$ cat config.mk
export PLATFORM = sky130hd
export DESIGN_NAME = shunt_recon
export DESIGN_NICKNAME = d
export VERILOG_FILES = /design/src/rtl/shunt_pkg.sv /design/src/rtl/shunt_sample_map.sv /design/src/rtl/shunt_slot_store.sv /design/src/rtl/shunt_period_combine.sv /design/src/rtl/shunt_recon.sv
export SDC_FILE = /design/constraint.sdc
export NUM_CORES = 1
export LEC_CHECK = 0
export ABC_AREA = 1
export BUFFER_PORTS_ARGS = -buffer_cell sky130_fd_sc_hd__buf_2
export CELL_PAD_IN_SITES_DETAIL_PLACEMENT = 1
export CELL_PAD_IN_SITES_GLOBAL_PLACEMENT = 1
export CORE_UTILIZATION = 48
export DETAILED_ROUTE_END_ITERATION = 10
export GPL_ROUTABILITY_DRIVEN = 1
export PLACE_DENSITY = 0.86
export SYNTH_ARGS = -nofsm -noshare
export SYNTH_HDL_FRONTEND = slang
export SYNTH_SLANG_ARGS = --single-unit
$ cat constraint.sdc
create_clock -name clk -period 8.4 [get_ports clk]
set_input_delay 0.84 -clock clk [delete_from_list [all_inputs] [get_ports clk]]
set_output_delay 0.84 -clock clk [all_outputs]
set_load 0.02 [all_outputs]
$ cat src/rtl/shunt_pkg.sv
package shunt_pkg;

    typedef enum logic [1:0] {
        PH_U = 2'd0,
        PH_V = 2'd1,
        PH_W = 2'd2
    } phase_e;

    typedef struct packed {
        phase_e ph;
        logic   neg;
        logic   legal;
    } route_t;

    // Phase and sign seen on the DC link for a given sector and state kind.
    function automatic route_t route_of(input logic [2:0] sec, input logic two_high);
        route_t r;
        r.legal = 1'b1;
        r.neg   = two_high;
        r.ph    = PH_U;
        case (sec)
            3'd0: r.ph = two_high ? PH_W : PH_U;
            3'd1: r.ph = two_high ? PH_W : PH_V;
            3'd2: r.ph = two_high ? PH_U : PH_V;
            3'd3: r.ph = two_high ? PH_U : PH_W;
            3'd4: r.ph = two_high ? PH_V : PH_W;
            3'd5: r.ph = two_high ? PH_V : PH_U;
            default: r.legal = 1'b0;
        endcase
        return r;
    endfunction

endpackage

$ cat src/rtl/shunt_sample_map.sv
module shunt_sample_map
    import shunt_pkg::*;
#(
    parameter int ADC_W = 12,
    parameter int DW_W  = 10
) (
    input  logic signed [ADC_W-1:0] data,
    input  logic        [2:0]       sector,
    input  logic                    two_high,
    input  logic        [DW_W-1:0]  dwell,
    input  logic        [DW_W-1:0]  min_dwell,
    output phase_e                  ph,
    output logic signed [ADC_W:0]   val,
    output logic                    usable
);
    localparam int MW = ADC_W + 1;

    route_t               r;
    logic signed [MW-1:0] ext;

    always_comb begin
        r      = route_of(sector, two_high);
        ext    = {data[ADC_W-1], data};
        ph     = r.ph;
        val    = r.neg ? -ext : ext;
        usable = r.legal && (dwell >= min_dwell);
    end
endmodule

$ cat src/rtl/shunt_slot_store.sv
module shunt_slot_store
    import shunt_pkg::*;
#(
    parameter int MW = 13
) (
    input  logic                 clk,
    input  logic                 rst,
    input  logic                 wr,
    input  logic                 half,
    input  logic                 two_high,
    input  phase_e               ph,
    input  logic signed [MW-1:0] val,
    input  logic                 usable,
    input  logic                 close,
    output logic [3:0]           fill_q,
    output logic [3:0]           view_fill,
    output logic [3:0]           view_good,
    output phase_e               view_ph  [4],
    output logic signed [MW-1:0] view_val [4]
);
    localparam int NSLOT = 4;

    logic [NSLOT-1:0]     good_q;
    phase_e               ph_q  [NSLOT];
    logic signed [MW-1:0] val_q [NSLOT];
    logic [1:0]           idx;

    assign idx = {half, two_high};

    always_ff @(posedge clk) begin
        for (int s = 0; s < NSLOT; s++) begin
            if (rst || close) begin
                fill_q[s] <= 1'b0;
                good_q[s] <= 1'b0;
                ph_q[s]   <= PH_U;
                val_q[s]  <= '0;
            end else if (wr && idx == 2'(s)) begin
                fill_q[s] <= 1'b1;
                good_q[s] <= usable;
                ph_q[s]   <= ph;
                val_q[s]  <= val;
            end
        end
    end

    // The slot contents as they stand this cycle, including a sample that
    // arrives together with the close.
    always_comb begin
        for (int s = 0; s < NSLOT; s++) begin
            if (wr && idx == 2'(s)) begin
                view_fill[s] = 1'b1;
                view_good[s] = usable;
                view_ph[s]   = ph;
                view_val[s]  = val;
            end else begin
                view_fill[s] = fill_q[s];
                view_good[s] = good_q[s];
                view_ph[s]   = ph_q[s];
                view_val[s]  = val_q[s];
            end
        end
    end
endmodule

$ cat src/rtl/shunt_period_combine.sv
module shunt_period_combine
    import shunt_pkg::*;
#(
    parameter int MW = 13,
    parameter int OW = 14
) (
    input  logic [3:0]           view_fill,
    input  logic [3:0]           view_good,
    input  phase_e               view_ph  [4],
    input  logic signed [MW-1:0] view_val [4],
    output logic signed [OW-1:0] avg      [3],
    output logic                 complete
);
    logic signed [OW-1:0] est [2][3];
    logic [1:0]           half_ok;

    for (genvar h = 0; h < 2; h++) begin : g_half
        localparam int SA = 2 * h;
        localparam int SB = 2 * h + 1;
        logic signed [OW-1:0] a;
        logic signed [OW-1:0] b;
        assign a = OW'(view_val[SA]);
        assign b = OW'(view_val[SB]);
        assign half_ok[h] = view_fill[SA] && view_fill[SB] &&
                            view_good[SA] && view_good[SB] &&
                            (view_ph[SA] != view_ph[SB]);
        for (genvar p = 0; p < 3; p++) begin : g_ph
            assign est[h][p] = (view_ph[SA] == phase_e'(p)) ? a :
                               (view_ph[SB] == phase_e'(p)) ? b : -(a + b);
        end
    end

    for (genvar p = 0; p < 3; p++) begin : g_avg
        logic signed [OW:0] sum;
        assign sum    = {est[0][p][OW-1], est[0][p]} + {est[1][p][OW-1], est[1][p]};
        assign avg[p] = OW'(sum >>> 1);
    end

    assign complete = &half_ok;
endmodule

$ cat src/rtl/shunt_recon.sv
module shunt_recon
    import shunt_pkg::*;
#(
    parameter int ADC_W = 12,
    parameter int DW_W  = 10
) (
    input  logic                    clk,
    input  logic                    rst,
    input  logic                    smp_valid,
    input  logic signed [ADC_W-1:0] smp_data,
    input  logic        [2:0]       smp_sector,
    input  logic                    smp_two_high,
    input  logic                    smp_half,
    input  logic        [DW_W-1:0]  smp_dwell,
    input  logic        [DW_W-1:0]  min_dwell,
    input  logic                    period_end,
    output logic signed [ADC_W+1:0] cur_u,
    output logic signed [ADC_W+1:0] cur_v,
    output logic signed [ADC_W+1:0] cur_w,
    output logic                    cur_valid
);
    localparam int MW = ADC_W + 1;
    localparam int OW = ADC_W + 2;

    phase_e               m_ph;
    logic signed [MW-1:0] m_val;
    logic                 m_usable;
    logic [3:0]           fill_q;
    logic [3:0]           view_fill;
    logic [3:0]           view_good;
    phase_e               view_ph  [4];
    logic signed [MW-1:0] view_val [4];
    logic signed [OW-1:0] avg      [3];
    logic                 complete;

    shunt_sample_map #(.ADC_W(ADC_W), .DW_W(DW_W)) u_map (
        .data(smp_data), .sector(smp_sector), .two_high(smp_two_high),
        .dwell(smp_dwell), .min_dwell(min_dwell),
        .ph(m_ph), .val(m_val), .usable(m_usable)
    );

    shunt_slot_store #(.MW(MW)) u_store (
        .clk(clk), .rst(rst), .wr(smp_valid), .half(smp_half),
        .two_high(smp_two_high), .ph(m_ph), .val(m_val), .usable(m_usable),
        .close(period_end), .fill_q(fill_q), .view_fill(view_fill),
        .view_good(view_good), .view_ph(view_ph), .view_val(view_val)
    );

    shunt_period_combine #(.MW(MW), .OW(OW)) u_comb (
        .view_fill(view_fill), .view_good(view_good), .view_ph(view_ph),
        .view_val(view_val), .avg(avg), .complete(complete)
    );

    always_ff @(posedge clk) begin
        if (rst) begin
            cur_u     <= '0;
            cur_v     <= '0;
            cur_w     <= '0;
            cur_valid <= 1'b0;
        end else begin
            cur_valid <= period_end && complete;
            if (period_end && complete) begin
                cur_u <= avg[0];
                cur_v <= avg[1];
                cur_w <= avg[2];
            end
        end
    end
endmodule

Word level (Yosys, flattened, before mapping)
Memory sizes are Yosys's and may differ from the RTL's.
Index checks and enable logic that the tools add are counted.

word-level totals
  flip-flop bits (word level) = 51
  memory bits (writable) = 60
  input port bits = 41
  output and inout bits = 43
  logic and storage cells = 125
  memories kept = 2

memories
  memory         words  bits a word  rd ports  clocked after memory_dff  write ports  RTL line                source
  u_store.val_q  4      13           4         0                         4            shunt_slot_store.sv:25  logic signed [MW-1:0] val_q [NSLOT];
  u_store.ph_q   4      2            4         0                         4            shunt_slot_store.sv:24  phase_e ph_q [NSLOT];

operators by class
  add/subtract/negate cells = 8
  $lt $le $gt $ge = 1
  eq/ne operators = 18
  mux-type cells = 59
  bitwise logic cells = 8
  reduce and logical (&&, ||, !) cells = 23

operators with widths
  kind                  number
  $mux W14              12
  $mux W13              9
  $add A14 B14 Y15      3
  $add A13 B13 Y14      2
  $neg A14 Y14          2
  $mux W1               25
  $mux W2               12
  $logic_and A1 B1 Y1   14
  $neg A12 Y13          1
  $eq A2 B2 Y1 const B  6
  $pmux W2 S6           1
  $eq A2 B1 Y1 const B  5
  $ge A10 B10 Y1        1
  $logic_not A2 Y1      5
  $or A1 B1 Y1          8
  $eq A3 B2 Y1 const B  2
  $eq A3 B3 Y1 const B  2
  $reduce_or A6 Y1      1
  $ne A2 B2 Y1          2
  $eq A3 B1 Y1 const B  1
  $logic_not A3 Y1      1
  $reduce_and A2 Y1     1
  $logic_or A1 B1 Y1    1

Longest topological paths before layout
  word-level depth = 10
  gate-level depth with buffers = 34
  depth with buffers taken out = 34

Cells and area by module
From an unflattened synthesis, not the netlist that was laid out.

unflattened totals
  cell total of the unflattened synthesis = 1,807
  area, all modules = 11,318.4 sq um

modules (own cells, without submodules)
  module                times used  cells each  area each (sq um)  seq. area each (sq um)
  shunt_period_combine  1           1,071       5,719.2            0.0
  shunt_slot_store      1           340         3,168.0            1,961.9
  shunt_recon           1           269         1,746.7            860.8
  shunt_sample_map      1           127         684.4              0.0

Worst setup path after synthesis
Ideal clock, no wire load.

  path type = in2reg
  from = in smp_data[0]
  to = reg cur_u[11]
  library setup time = 0.120 ns
  arrival time = 4.993 ns
  required time = 8.280 ns
  path slack = 3.287 ns
  stages on the path = 27
  path buffers = 0
  cells stage by stage = clkinv_1 > ha_1 > nand2_1 > o21ai_0 > inv_1 > nand2_1 > o21ai_0 > inv_1 > ha_1 > inv_1 > ha_1 > inv_1 > fa_1 > o21ai_0 > xor2_1 > a21oi_1 > nand2_1 > o21ai_0 > ha_1 > nand2_1 > inv_1 > a21oi_1 > o21ai_0 > a21boi_0 > o21ai_0 > xor2_1 > a21oi_1

between the ends
  longest elaborated chain between the ends = 8
  elaborated cells between the ends (all ways) = 15
  those cells by class = 6 x add/sub; 9 x mux

RTL lines
  element                 RTL line                    source
  start: declaration      shunt_recon.sv:10           input logic signed [ADC_W-1:0] smp_data,
  $neg A12 Y13            shunt_sample_map.sv:25      val = r.neg ? -ext : ext;
  $mux W13 (*)            shunt_sample_map.sv:25
  $mux W13                shunt_slot_store.sv:50      if (wr && idx == 2'(s)) begin
  $add A13 B13 Y14        shunt_period_combine.sv:29  (view_ph[SB] == phase_e'(p)) ? b : -(a + b);
  $neg A14 Y14            shunt_period_combine.sv:29
  $mux W14                shunt_period_combine.sv:29
  $mux W14                shunt_period_combine.sv:28  assign est[h][p] = (view_ph[SA] == phase_e'(p)) ? a :
  $add A14 B14 Y15 (*)    shunt_period_combine.sv:35  assign sum = {est[0][p][OW-1], est[0][p]} + {est[1][p][OW-1], est[1][p]};
  end signal: assignment  shunt_recon.sv:63           cur_u <= avg[0];
  end: declaration        shunt_recon.sv:17           output logic signed [ADC_W+1:0] cur_u,

Mark *: on every way between the ends. The rest lies on a longest branch, timed or not.
A chain may end at the register's enable or synchronous reset.

Worst setup path after layout
  from = in smp_two_high
  to = reg cur_w[12]

between the ends
  longest elaborated chain between the ends = 9
  elaborated cells between the ends (all ways) = 57
  those cells by class = 5 x add/sub; 9 x eq/ne; 28 x mux; 15 x reduce/logical

RTL lines
  element                                                                   RTL line           source
  start: declaration                                                        shunt_recon.sv:12  input logic smp_two_high,
  parallel branches: the longest is 9 deep, another holds $add A14 B14 Y15  n/a
  end signal: assignment                                                    shunt_recon.sv:65  cur_w <= avg[2];
  end: declaration                                                          shunt_recon.sv:19  output logic signed [ADC_W+1:0] cur_w,

Several ways; the timed one is not identified.

==> flow_metrics.tcl <==
set metrics [dict create \
    dp.cells 1898 \
    final.setup.tns_ps 0 \
    yosysWarnings 0 \
    p_leak_nw 5.54 \
    synth_fa_ha_area_share_pct 13.0 \
    die_area_sq_um 22300 \
    synth_xor_area_share_pct 3.95 \
    tightest_slew_ps 1070 \
    pin_count 84 \
    clockBufferDepth 2 \
    antenna_left 0 \
    gr-usage-met1_pct 45.5 \
    routedWlPerCell_um 20.3 \
    drt_iter0_markers 816 \
    htreeDepth 3 \
    critical_path_class "in -> reg" \
    fmax_mhz 155 \
    tritoncts "done" \
    status "complete, no violations" \
    ir_drop_mv 0.120 \
    cts_root_buf "clkbuf_16" \
    drt-total-wl_um 38900 \
    postSynthAreaPerCell_sq_um 6.55 \
    gp_routability_congestion 0.938 \
    vias 11232 \
    ys_types 41 \
    drive_above_1_share_pct 7.38 \
    grt_pass1_vias 11010 \
    ys_ff_latch 111 \
    grt_use_met3_pct 3.55 \
    seq_area_frac_synth_pct 27.1 \
    endpoint_kind "flip-flop" \
    clk_pin_slew_worst_paths_ps 80 \
    hpwlAfterDp_um 31100 \
    finalCritPeriodShare_pct 76.7 \
    report.final.setup_viol 0 \
    cts_hold_repair.buffers 0 \
    die_x_um 149 \
    synthMuxAreaShare_pct 0.192 \
    critical_path.max_fanout 24 \
    setup.worst_path.start_class "input port" \
    min_path_type "reg -> reg" \
    powerDensity_nw_per_um2 256 \
    synthToLayoutAreaGrowth_pct 8.22 \
    clock_latency_ps 370 \
    hold_viol 0 \
    syn_area_sq_um 10400 \
    final_max_slew_viol_count 0 \
    drt-pass1-iter-count 6 \
    rows 53 \
    worstPathArrival_ps 6720 \
    synth_compound_area_share_pct 18.5 \
    diodes 0 \
    die_h_um 149 \
    grtUsageTotal_pct 35.5 \
    grt_max_degree 58 \
    cts_resized 0 \
    rsz0062_at_grt "no" \
    skew_ps 10.2 \
    start_util_pct 49.3 \
    synth_top_family_by_area "simple AND/OR/NAND/NOR gates" \
    coreArea_sq_um 21200 \
    nNetsFinal 1780 \
    cts_setup_buffers 0 \
    final.fill_count 2920 \
    finalCriticalPeriod_ps 6440 \
    cts_sinks 111 \
    cp.required_ps 8680 \
    grt_pass1_wl_um 60000 \
    layout_commonest_cell "nand2_1" \
    relSlewSlack_pct 28.4 \
    gr-total-overflow 0 \
    cts_buffers 9 \
    layoutNonFillerInstCount 1914 \
    synth_fp_nets 1738 \
    met2_usage_pct 60.5 \
    netlist_instances 1592 \
    drt-vias-per-instance 5.87 \
    post-route-drc-count 0 \
    busiest_layer "met2" \
    antenna_found_initial 0 \
    final_cell_mix "nand2_1, nor2_1, o21ai_0" \
    drv_cap 0 \
    synth-simple-area-share_pct 28.7 \
    port_buffers 83 \
]
==> path summary, 6_finish.rpt <==
check	start	end	slack (ps)	cells past startpoint
worst max-delay path	smp_two_high	cur_w[12]	1960	24
worst min-delay path	u_store.good_q[1]	u_store.good_q[1]	480	2
worst max register to register	u_store.val_q[3][1]	cur_u[11]	3430	21
worst min register to register	u_store.good_q[1]	u_store.good_q[1]	480	2
==> logic make-up (layout without fill, tap and decap cells) <==
family,count (synthesis),in the layout
adder cells (fa/ha/maj),105,105
multiplexers,2,2
AO/OA/AOI/OAI,362,362
AND/OR/NAND/NOR,734,734
XOR/XNOR,47,47
flip-flops,111,111
buffers and inverters,231,278
==> synth_stat cells <==
| cell | n | area [sq um] |
|---|---|---|
| nand2_1 | 371 | 1390 |
| nor2_1 | 203 | 762 |
| o21ai_0 | 169 | 846 |
| inv_1 | 168 | 631 |
| a21oi_1 | 132 | 661 |
| nand3_1 | 117 | 586 |
| ha_1 | 100 | 1250 |
| edfxtp_1 | 60 | 1800 |
| dfxtp_1 | 51 | 1020 |
| clkbuf_1 | 41 | 154 |
| xor2_1 | 29 | 254 |
| xnor2_1 | 18 | 158 |
| nor3_1 | 16 | 80.1 |
| o22ai_1 | 12 | 75.1 |
| o21bai_1 | 10 | 75.1 |
| buf_2 | 9 | 45.0 |
| nand4_1 | 8 | 50.1 |
| o21a_1 | 8 | 60.1 |
| or2_2 | 8 | 50.1 |
| a21o_1 | 7 | 52.6 |
| a31oi_1 | 7 | 43.8 |
| o21ai_1 | 7 | 35.0 |
| fa_1 | 5 | 100 |
| inv_2 | 5 | 18.8 |
| nor4_1 | 4 | 25.0 |
| buf_1 | 3 | 11.3 |
| nor2_2 | 3 | 18.8 |
| a211oi_1 | 2 | 15.0 |
| a21boi_0 | 2 | 15.0 |
| buf_4 | 2 | 15.0 |
| clkinv_1 | 2 | 7.51 |
| mux2i_1 | 2 | 20.0 |
| o2111ai_1 | 2 | 17.5 |
| or2_1 | 2 | 12.5 |
| a2111oi_0 | 1 | 8.76 |
| buf_6 | 1 | 11.3 |
| nand2_2 | 1 | 6.26 |
| nand3b_1 | 1 | 7.51 |
| o21ai_2 | 1 | 8.76 |
| o221a_2 | 1 | 11.3 |
| o221ai_1 | 1 | 8.76 |
==> critical path: stages <==
cell	delay, ps
buf_2	250
nor2_2	810
inv_1	490
a21oi_1	470
ha_1	320
ha_1	360
a21oi_1	200
nand2_1	100
a21oi_1	300
o21ai_0	160
xnor2_1	290
nand2_1	100
nand3_1	100
o21ai_0	150
ha_1	420
a21oi_1	200
a21boi_0	410
o21ai_0	150
a21oi_1	200
nand2_1	80
nand2_1	60
nand3_1	90
nand2_1	100
inv_1	40
==> final cells by class <==
type / instances / area, sq um / share of cell area, %
multi-input cells: 1250 / 6710 / 59.5
flip-flops and latches: 111 / 2820 / 25.0
inverters: 175 / 657 / 5.82
repair buffers: 87 / 445 / 3.95
well taps: 275 / 344 / 3.05
clock buffers: 10 / 229 / 2.03
clock inverters: 6 / 75.1 / 0.666
==> per-layer routing <==
layer | wire, um | vias up
li1 | - | 5388
met1 | 17200 | 5391
met2 | 18400 | 359
met3 | 1650 | 94
met4 | 1590 | 0
met5 | 0 | -
==> per-stage QoR <==
stage	setup slack, ps	area [sq um]	total power [mW]	hold slack [ps]	utilization [%]
6_report	1960	11300	2.89	477	53.3
5_1_grt	1510	11300	3.10	508	53.3
4_1_cts	2060	11300	2.85	482	53.3
3_5_place_dp	1710	11000	2.39	458	51.9
3_3_place_gp	1870	11000	2.33	435	51.9
2_1_floorplan	3290	10400	1.89	427	-
==> state kept, by name, summed over array words and instances (netlist names) <==
| name | cells |
|---|---|
| cur_u | 14 |
| u_store.val_q | 52 |
| u_store.fill_q | 4 |
| cur_w | 14 |
| u_store.ph_q | 8 |
| cur_v | 14 |
| u_store.good_q | 4 |
| cur_valid | 1 |
==> where the power goes <==
group	switching, mW	total, mW	internal [mW]
Sequential	0.00597	0.596	0.590
Clock	0.225	0.462	0.237
Combinational	1.22	1.83	0.615
Note: power is estimated with default switching activity, not from simulation.
